$ cat src/rtl/regseq_pkg.sv
package regseq_pkg;
  typedef enum logic [1:0] {
    ST_IDLE = 2'd0,
    ST_BASE = 2'd1,
    ST_XFER = 2'd2,
    ST_WB   = 2'd3
  } seq_state_t;

  localparam logic MODE_STACK = 1'b0;
  localparam logic MODE_BASE  = 1'b1;
endpackage

$ cat src/rtl/regseq_pick.sv
// Isolates the lowest set bit of a mask and encodes its index.
module regseq_pick #(
  parameter int W = 8
) (
  input  logic [W-1:0]         mask,
  output logic [W-1:0]         onehot,
  output logic [$clog2(W)-1:0] idx,
  output logic                 any,
  output logic                 more
);
  localparam int IW = $clog2(W);

  logic [IW-1:0] terms [W];

  assign onehot = mask & (~mask + W'(1));
  assign any    = |mask;
  assign more   = |(mask & ~onehot);

  for (genvar i = 0; i < W; i++) begin : g_term
    assign terms[i] = onehot[i] ? IW'(i) : '0;
  end

  always_comb begin
    idx = '0;
    for (int i = 0; i < W; i++) idx = idx | terms[i];
  end
endmodule

$ cat src/rtl/regseq_plan.sv
// Per-run arithmetic: transfer count, first address, writeback value, costs.
module regseq_plan #(
  parameter int LIST_W = 8,
  parameter int DATA_W = 32,
  parameter int COST_W = 5
) (
  input  logic [LIST_W-1:0] list,
  input  logic              extra,
  input  logic              is_load,
  input  logic              is_push,
  input  logic [DATA_W-1:0] base,
  output logic              empty,
  output logic [DATA_W-1:0] start_addr,
  output logic [DATA_W-1:0] wb_value,
  output logic [COST_W-1:0] cost_n,
  output logic [COST_W-1:0] cost_s,
  output logic [COST_W-1:0] cost_i
);
  localparam int CW = $clog2(LIST_W + 2);

  logic [CW-1:0]     n_low;
  logic [CW-1:0]     total;
  logic [DATA_W-1:0] span;

  always_comb begin
    n_low = '0;
    for (int i = 0; i < LIST_W; i++) n_low = n_low + CW'(list[i]);
  end

  assign total = n_low + CW'(extra);
  assign empty = (total == '0);
  assign span  = DATA_W'(total) << 2;

  assign start_addr = is_push ? (base - span) : base;
  assign wb_value   = is_push ? (base - span) : (base + span);

  always_comb begin
    cost_n = '0;
    cost_s = '0;
    cost_i = '0;
    if (!empty) begin
      if (!is_load) begin
        cost_n = COST_W'(2);
        cost_s = COST_W'(total) - COST_W'(1);
      end else begin
        cost_n = COST_W'(1) + COST_W'(extra);
        cost_s = COST_W'(n_low) + (COST_W'(extra) << 1);
        cost_i = COST_W'(1);
      end
    end
  end
endmodule

$ cat src/rtl/regseq_top.sv
module regseq_top #(
  parameter int LIST_W = 8,
  parameter int DATA_W = 32,
  parameter int REG_AW = 4,
  parameter int SP_IDX = 13,
  parameter int LR_IDX = 14,
  parameter int PC_IDX = 15,
  parameter int COST_W = $clog2(LIST_W + 3) + 1
) (
  input  logic                      clk,
  input  logic                      rst_n,
  input  logic                      cmd_valid,
  output logic                      cmd_ready,
  input  logic                      cmd_mode,
  input  logic                      cmd_load,
  input  logic [LIST_W-1:0]         cmd_list,
  input  logic                      cmd_extra,
  input  logic [$clog2(LIST_W)-1:0] cmd_base,
  output logic [REG_AW-1:0]         rf_raddr,
  input  logic [DATA_W-1:0]         rf_rdata,
  output logic                      rf_we,
  output logic [REG_AW-1:0]         rf_waddr,
  output logic [DATA_W-1:0]         rf_wdata,
  output logic                      mem_en,
  output logic                      mem_we,
  output logic [DATA_W-1:0]         mem_addr,
  output logic [DATA_W-1:0]         mem_wdata,
  input  logic [DATA_W-1:0]         mem_rdata,
  output logic                      done,
  output logic [COST_W-1:0]         cost_n,
  output logic [COST_W-1:0]         cost_s,
  output logic [COST_W-1:0]         cost_i
);
  import regseq_pkg::*;

  localparam int LIDX_W = $clog2(LIST_W);

  seq_state_t          state;
  logic [LIST_W-1:0]   pend_q;
  logic                extra_q;
  logic                load_q;
  logic                push_q;
  logic                bmode_q;
  logic [REG_AW-1:0]   widx_q;
  logic [DATA_W-1:0]   base_q;
  logic [DATA_W-1:0]   addr_q;
  logic [DATA_W-1:0]   wb_q;

  logic [LIST_W-1:0]   low_onehot;
  logic [LIDX_W-1:0]   low_idx;
  logic                low_any;
  logic                low_more;

  logic                plan_empty;
  logic [DATA_W-1:0]   plan_start;
  logic [DATA_W-1:0]   plan_wb;
  logic [COST_W-1:0]   plan_n;
  logic [COST_W-1:0]   plan_s;
  logic [COST_W-1:0]   plan_i;

  logic [REG_AW-1:0]   cur_idx;
  logic                cur_last;
  logic                in_xfer;

  regseq_pick #(.W(LIST_W)) u_pick (
    .mask   (pend_q),
    .onehot (low_onehot),
    .idx    (low_idx),
    .any    (low_any),
    .more   (low_more)
  );

  regseq_plan #(.LIST_W(LIST_W), .DATA_W(DATA_W), .COST_W(COST_W)) u_plan (
    .list       (pend_q),
    .extra      (extra_q),
    .is_load    (load_q),
    .is_push    (push_q),
    .base       (rf_rdata),
    .empty      (plan_empty),
    .start_addr (plan_start),
    .wb_value   (plan_wb),
    .cost_n     (plan_n),
    .cost_s     (plan_s),
    .cost_i     (plan_i)
  );

  // Current slot: lowest pending listed register, else the extra slot.
  assign in_xfer  = (state == ST_XFER);
  assign cur_idx  = low_any ? REG_AW'(low_idx)
                            : (load_q ? REG_AW'(PC_IDX) : REG_AW'(LR_IDX));
  assign cur_last = low_any ? (!low_more && !extra_q) : 1'b1;

  always_ff @(posedge clk or negedge rst_n) begin
    if (!rst_n) begin
      state   <= ST_IDLE;
      pend_q  <= '0;
      extra_q <= 1'b0;
      load_q  <= 1'b0;
      push_q  <= 1'b0;
      bmode_q <= 1'b0;
      widx_q  <= '0;
      base_q  <= '0;
      addr_q  <= '0;
      wb_q    <= '0;
      cost_n  <= '0;
      cost_s  <= '0;
      cost_i  <= '0;
    end else begin
      unique case (state)
        ST_IDLE: begin
          if (cmd_valid) begin
            pend_q  <= cmd_list;
            extra_q <= cmd_extra && (cmd_mode == MODE_STACK);
            load_q  <= cmd_load;
            push_q  <= (cmd_mode == MODE_STACK) && !cmd_load;
            bmode_q <= (cmd_mode == MODE_BASE);
            widx_q  <= (cmd_mode == MODE_BASE) ? REG_AW'(cmd_base) : REG_AW'(SP_IDX);
            state   <= ST_BASE;
          end
        end
        ST_BASE: begin
          base_q <= rf_rdata;
          addr_q <= plan_start;
          wb_q   <= plan_wb;
          cost_n <= plan_n;
          cost_s <= plan_s;
          cost_i <= plan_i;
          state  <= plan_empty ? ST_IDLE : ST_XFER;
        end
        ST_XFER: begin
          addr_q <= addr_q + DATA_W'(4);
          if (low_any) pend_q <= pend_q & ~low_onehot;
          else         extra_q <= 1'b0;
          if (cur_last) state <= ST_WB;
        end
        ST_WB: begin
          state <= ST_IDLE;
        end
        default: state <= ST_IDLE;
      endcase
    end
  end

  assign cmd_ready = (state == ST_IDLE);
  assign done      = (state == ST_WB) || ((state == ST_BASE) && plan_empty);

  assign rf_raddr  = (state == ST_BASE) ? widx_q : (in_xfer ? cur_idx : '0);

  assign mem_en    = in_xfer;
  assign mem_we    = in_xfer && !load_q;
  assign mem_addr  = addr_q;
  assign mem_wdata = (bmode_q && low_any && (REG_AW'(low_idx) == widx_q)) ? base_q : rf_rdata;

  assign rf_we     = (in_xfer && load_q) || (state == ST_WB);
  assign rf_waddr  = (state == ST_WB) ? widx_q : cur_idx;
  assign rf_wdata  = (state == ST_WB) ? wb_q
                   : (low_any ? mem_rdata : (mem_rdata + DATA_W'(4)));
endmodule

$ cat config.mk
export PLATFORM = sky130hd
export DESIGN_NAME = regseq_top
export DESIGN_NICKNAME = d
export VERILOG_FILES = /design/src/rtl/regseq_pkg.sv /design/src/rtl/regseq_pick.sv /design/src/rtl/regseq_plan.sv /design/src/rtl/regseq_top.sv
export SDC_FILE = /design/constraint.sdc
export NUM_CORES = 1
export LEC_CHECK = 0
export ABC_AREA = 1
export BUFFER_PORTS_ARGS = -buffer_cell sky130_fd_sc_hd__buf_2
export CAP_MARGIN = 20
export CORE_MARGIN = 4
export CORE_UTILIZATION = 60
export DETAILED_ROUTE_END_ITERATION = 12
export GPL_TIMING_DRIVEN = 1
export HOLD_SLACK_MARGIN = 0.06
export PLACE_DENSITY_LB_ADDON = 0.25
export SLEW_MARGIN = 5
export SYNTH_ARGS = -nofsm -noshare
export SYNTH_HDL_FRONTEND = slang
export SYNTH_SLANG_ARGS = --single-unit
$ cat constraint.sdc
create_clock -name clk -period 10 [get_ports clk]
set_clock_uncertainty 0.05 [all_clocks]
set_input_delay 1 -clock clk [delete_from_list [all_inputs] [get_ports clk]]
set_output_delay 1 -clock clk [all_outputs]
set_load 0.1 [all_outputs]
==> out/metrics.yaml <==
status:
  outcome: "finished clean"
clock_network:
  clock-sinks: 120
  clk-insertion-delay-late_ns: 0.43
  cts.path.max_buffers: 2
  clkTransAtPathRegs_ns: 0.06
  cts_tree: "built"
  cts_made_buffers: 17
  cts_resized: 0
  hold_buffers: 0
  cts-root-buf: "clkbuf_16"
  h-tree-depth: 4
  cts_post_setup_buffers_inserted: 0
setup_path:
  cp_max_fo: 5
  reg2regPathDepth: 23
  startpoint: "pend_q[1]"
  end_kind: "primary output"
  cp-endpoint: "done"
  required_ns: 8.95
  r2r-start: "pend_q[1]"
  start_kind: "flip-flop"
  rrSetupSlack_ns: 4.79
  cp.arrival_ns: 4.72
  critical_path_class: "reg2out"
  r2r-end: "mem_addr[31]"
synth:
  synth.area.top_cells: "dfrtp_1 29%, nand2_1 18%, nand3_1 6.4%"
  synth-warning-count: 0
  ys_ff_latch: 120
  synth_edf_count: 0
  synth_top_cells_by_count: "497 x nand2_1, 168 x nor2_1, 162 x inv_1, 131 x nand3_1, 120 x dfrtp_1"
  synth.cell_area_mm2: 0.01031
  async_flop_share_pct: 100.0
  ys.flop_type: "dfrtp_1"
  yosysMostFrequentCell: "nand2_1"
  synth.distinct_cells: 46
  ys_seq_area_share_pct: 29.13
  yosys.area.top_type_share_pct: 29.13
  synth.avg_cell_area_um2: 6.241
  netlist_instances: 1652
  synth_largest_area_cell: "dfrtp_1"
sta:
  worst_pin_slew_ns: 1.085
  setup_violations: 0
  min_period_over_period_pct: 57.71
  drv_slew: 0
  rsz0062_at_grt: "no"
  slew_headroom_pct: 27.50
  finalHoldViolCount: 0
  fmax_mhz: 173.3
  period_needed_ns: 5.771
  timing.setup.tns_ns: 0
placement:
  hpwl_um: 26900
  portBuffers: 197
  gp_congestion: 1.031
routing:
  ant_nets: 0
  drt_iter0_drc: 1151
  vias_per_cell: 5.919
  drc: 0
  vias: 12020
  wirelength_um: 36150
  drt-wirelength-per-cell_um: 17.80
  drt_first_pass_iters: 6
job:
  maxCapViolations: 0
layout:
  multi_input_area_mm2: 0.006264
  syn_to_final_growth_pct: 15.01
  seq_area_mm2: 0.003003
  nFillCells: 1479
  nNetsFinal: 1909
  drive_gt1_share_pct: 15.46
  antennaDiodeCount: 0
global_route:
  grt_usage_pct: 36.70
  grt_pass1_vias: 11130
  grt-ovfl-total: 0
  antenna_found_initial: 1
  grt_start_max_net_pins: 81
  grt_pass1_wl_um: 57880
floorplanning:
  initial_core_util_pct: 61.73
  fp.coreArea_mm2: 0.01670
  die_w_um: 139.1
  die_h_um: 139.1
  dieArea_mm2: 0.01934
  rows: 47
  num_io_pins: 205
worst_hold_path:
  min_path_type: "reg2reg"
-- kinds of logic after synthesis --
group | Yosys count | synth area share, %
adder cells (fa/ha/maj) | 29 | 3.956
flip-flops | 120 | 29.13
AO/OA/AOI/OAI | 266 | 13.97
XOR/XNOR | 54 | 4.587
AND/OR/NAND/NOR | 918 | 37.94
buffers and inverters | 264 | 10.39
other | 1 | 0.03637
-- registers in the layout, indices dropped and copies added (netlist names), named ones only --
register,flops
bmode_q,1
base_q,32
extra_q,1
mem_addr,32
state,1
cost_n,2
load_q,1
widx_q,4
wb_q,30
push_q,1
cost_i,1
pend_q,8
cost_s,5
-- through the flow --
step	setup slack [ns]	utilization [%]	std cells	area (µm²)	hold slack (ns)
after global routing	4.060	71.00	2031	11860	0.4529
after global placement	4.786	67.52	2000	11280	0.4064
after floorplan	4.783	-	1658	10330	0.3925
after detailed placement	4.717	67.52	2000	11280	0.4111
after CTS	4.250	71.00	2031	11860	0.4240
final	4.229	71.00	2031	11860	0.4202
-- final cells by class --
type	instances	area share (%)
Tap cell	220	2.321
Multi-Input combinational cell	1274	52.82
Clock inverter	11	1.045
Timing Repair Buffer	207	8.969
Sequential cell	120	25.32
Inverter	179	5.666
Clock buffer	20	3.851
-- how the worst min path moves through the flow --
| stage | from | end | slack, ns | cells past startpoint |
|---|---|---|---|---|
| global placement | base_q[4] | base_q[4] | 0.41 | 2 |
| CTS | base_q[4] | base_q[4] | 0.42 | 2 |
| finish | base_q[4] | base_q[4] | 0.42 | 2 |
| detailed placement | cost_i[0] | cost_i[0] | 0.41 | 2 |
| global route | base_q[30] | base_q[30] | 0.45 | 2 |
| floorplan | base_q[3] | base_q[3] | 0.39 | 2 |
-- metal layers --
metal	global-route usage (%)	vias to the layer above	part of all wire, %
met5	0	-	0.033
met4	15.14	2	4.0
met3	8.310	107	12
met2	57.40	775	44
met1	49.41	5478	39
li1	-	5659	-
-- critical path, stage by stage (launching register included) --
cell and delay, ns:
dfrtp_1 0.44, inv_1 0.07, ha_1 0.29, inv_1 0.07, fa_1 0.42, fa_1 0.46
fa_1 0.42, fa_1 0.53, inv_1 0.07, ha_1 0.34, inv_1 0.16, ha_1 0.19
nand2_1 0.07, nor2_1 0.16, nand2_1 0.07, nand2_1 0.09, buf_2 0.43
-- placed cells by master, fill, tap and decap left out, drive strengths merged --
| cell type | netlist | final |
|---|---|---|
| a211oi | 1 | 1 |
| a21o | 3 | 3 |
| a21oi | 74 | 74 |
| a22o | 2 | 2 |
| a22oi | 2 | 2 |
| a31oi | 31 | 31 |
| and2 | 1 | 1 |
| buf | 36 | 207 |
| bufinv | 0 | 2 |
| clkbuf | 49 | 20 |
| clkinv | 5 | 9 |
| clkinvlp | 0 | 3 |
| conb | 1 | 7 |
| dfrtp | 120 | 120 |
| fa | 6 | 6 |
| ha | 23 | 23 |
| inv | 174 | 176 |
| nand2 | 500 | 500 |
| nand3 | 133 | 133 |
| nand4 | 38 | 38 |
| nor2 | 181 | 181 |
| nor3 | 46 | 46 |
| nor3b | 2 | 2 |
| nor4 | 11 | 11 |
| o211ai | 8 | 8 |
| o21ai | 133 | 133 |
| o21bai | 3 | 3 |
| o221ai | 1 | 1 |
| o22ai | 7 | 7 |
| o2bb2ai | 1 | 1 |
| or2 | 6 | 6 |
| xnor2 | 9 | 9 |
| xor2 | 45 | 45 |
Power is not shown: default switching activity piles up to over one toggle a cycle in this logic, so the estimate is an artifact.
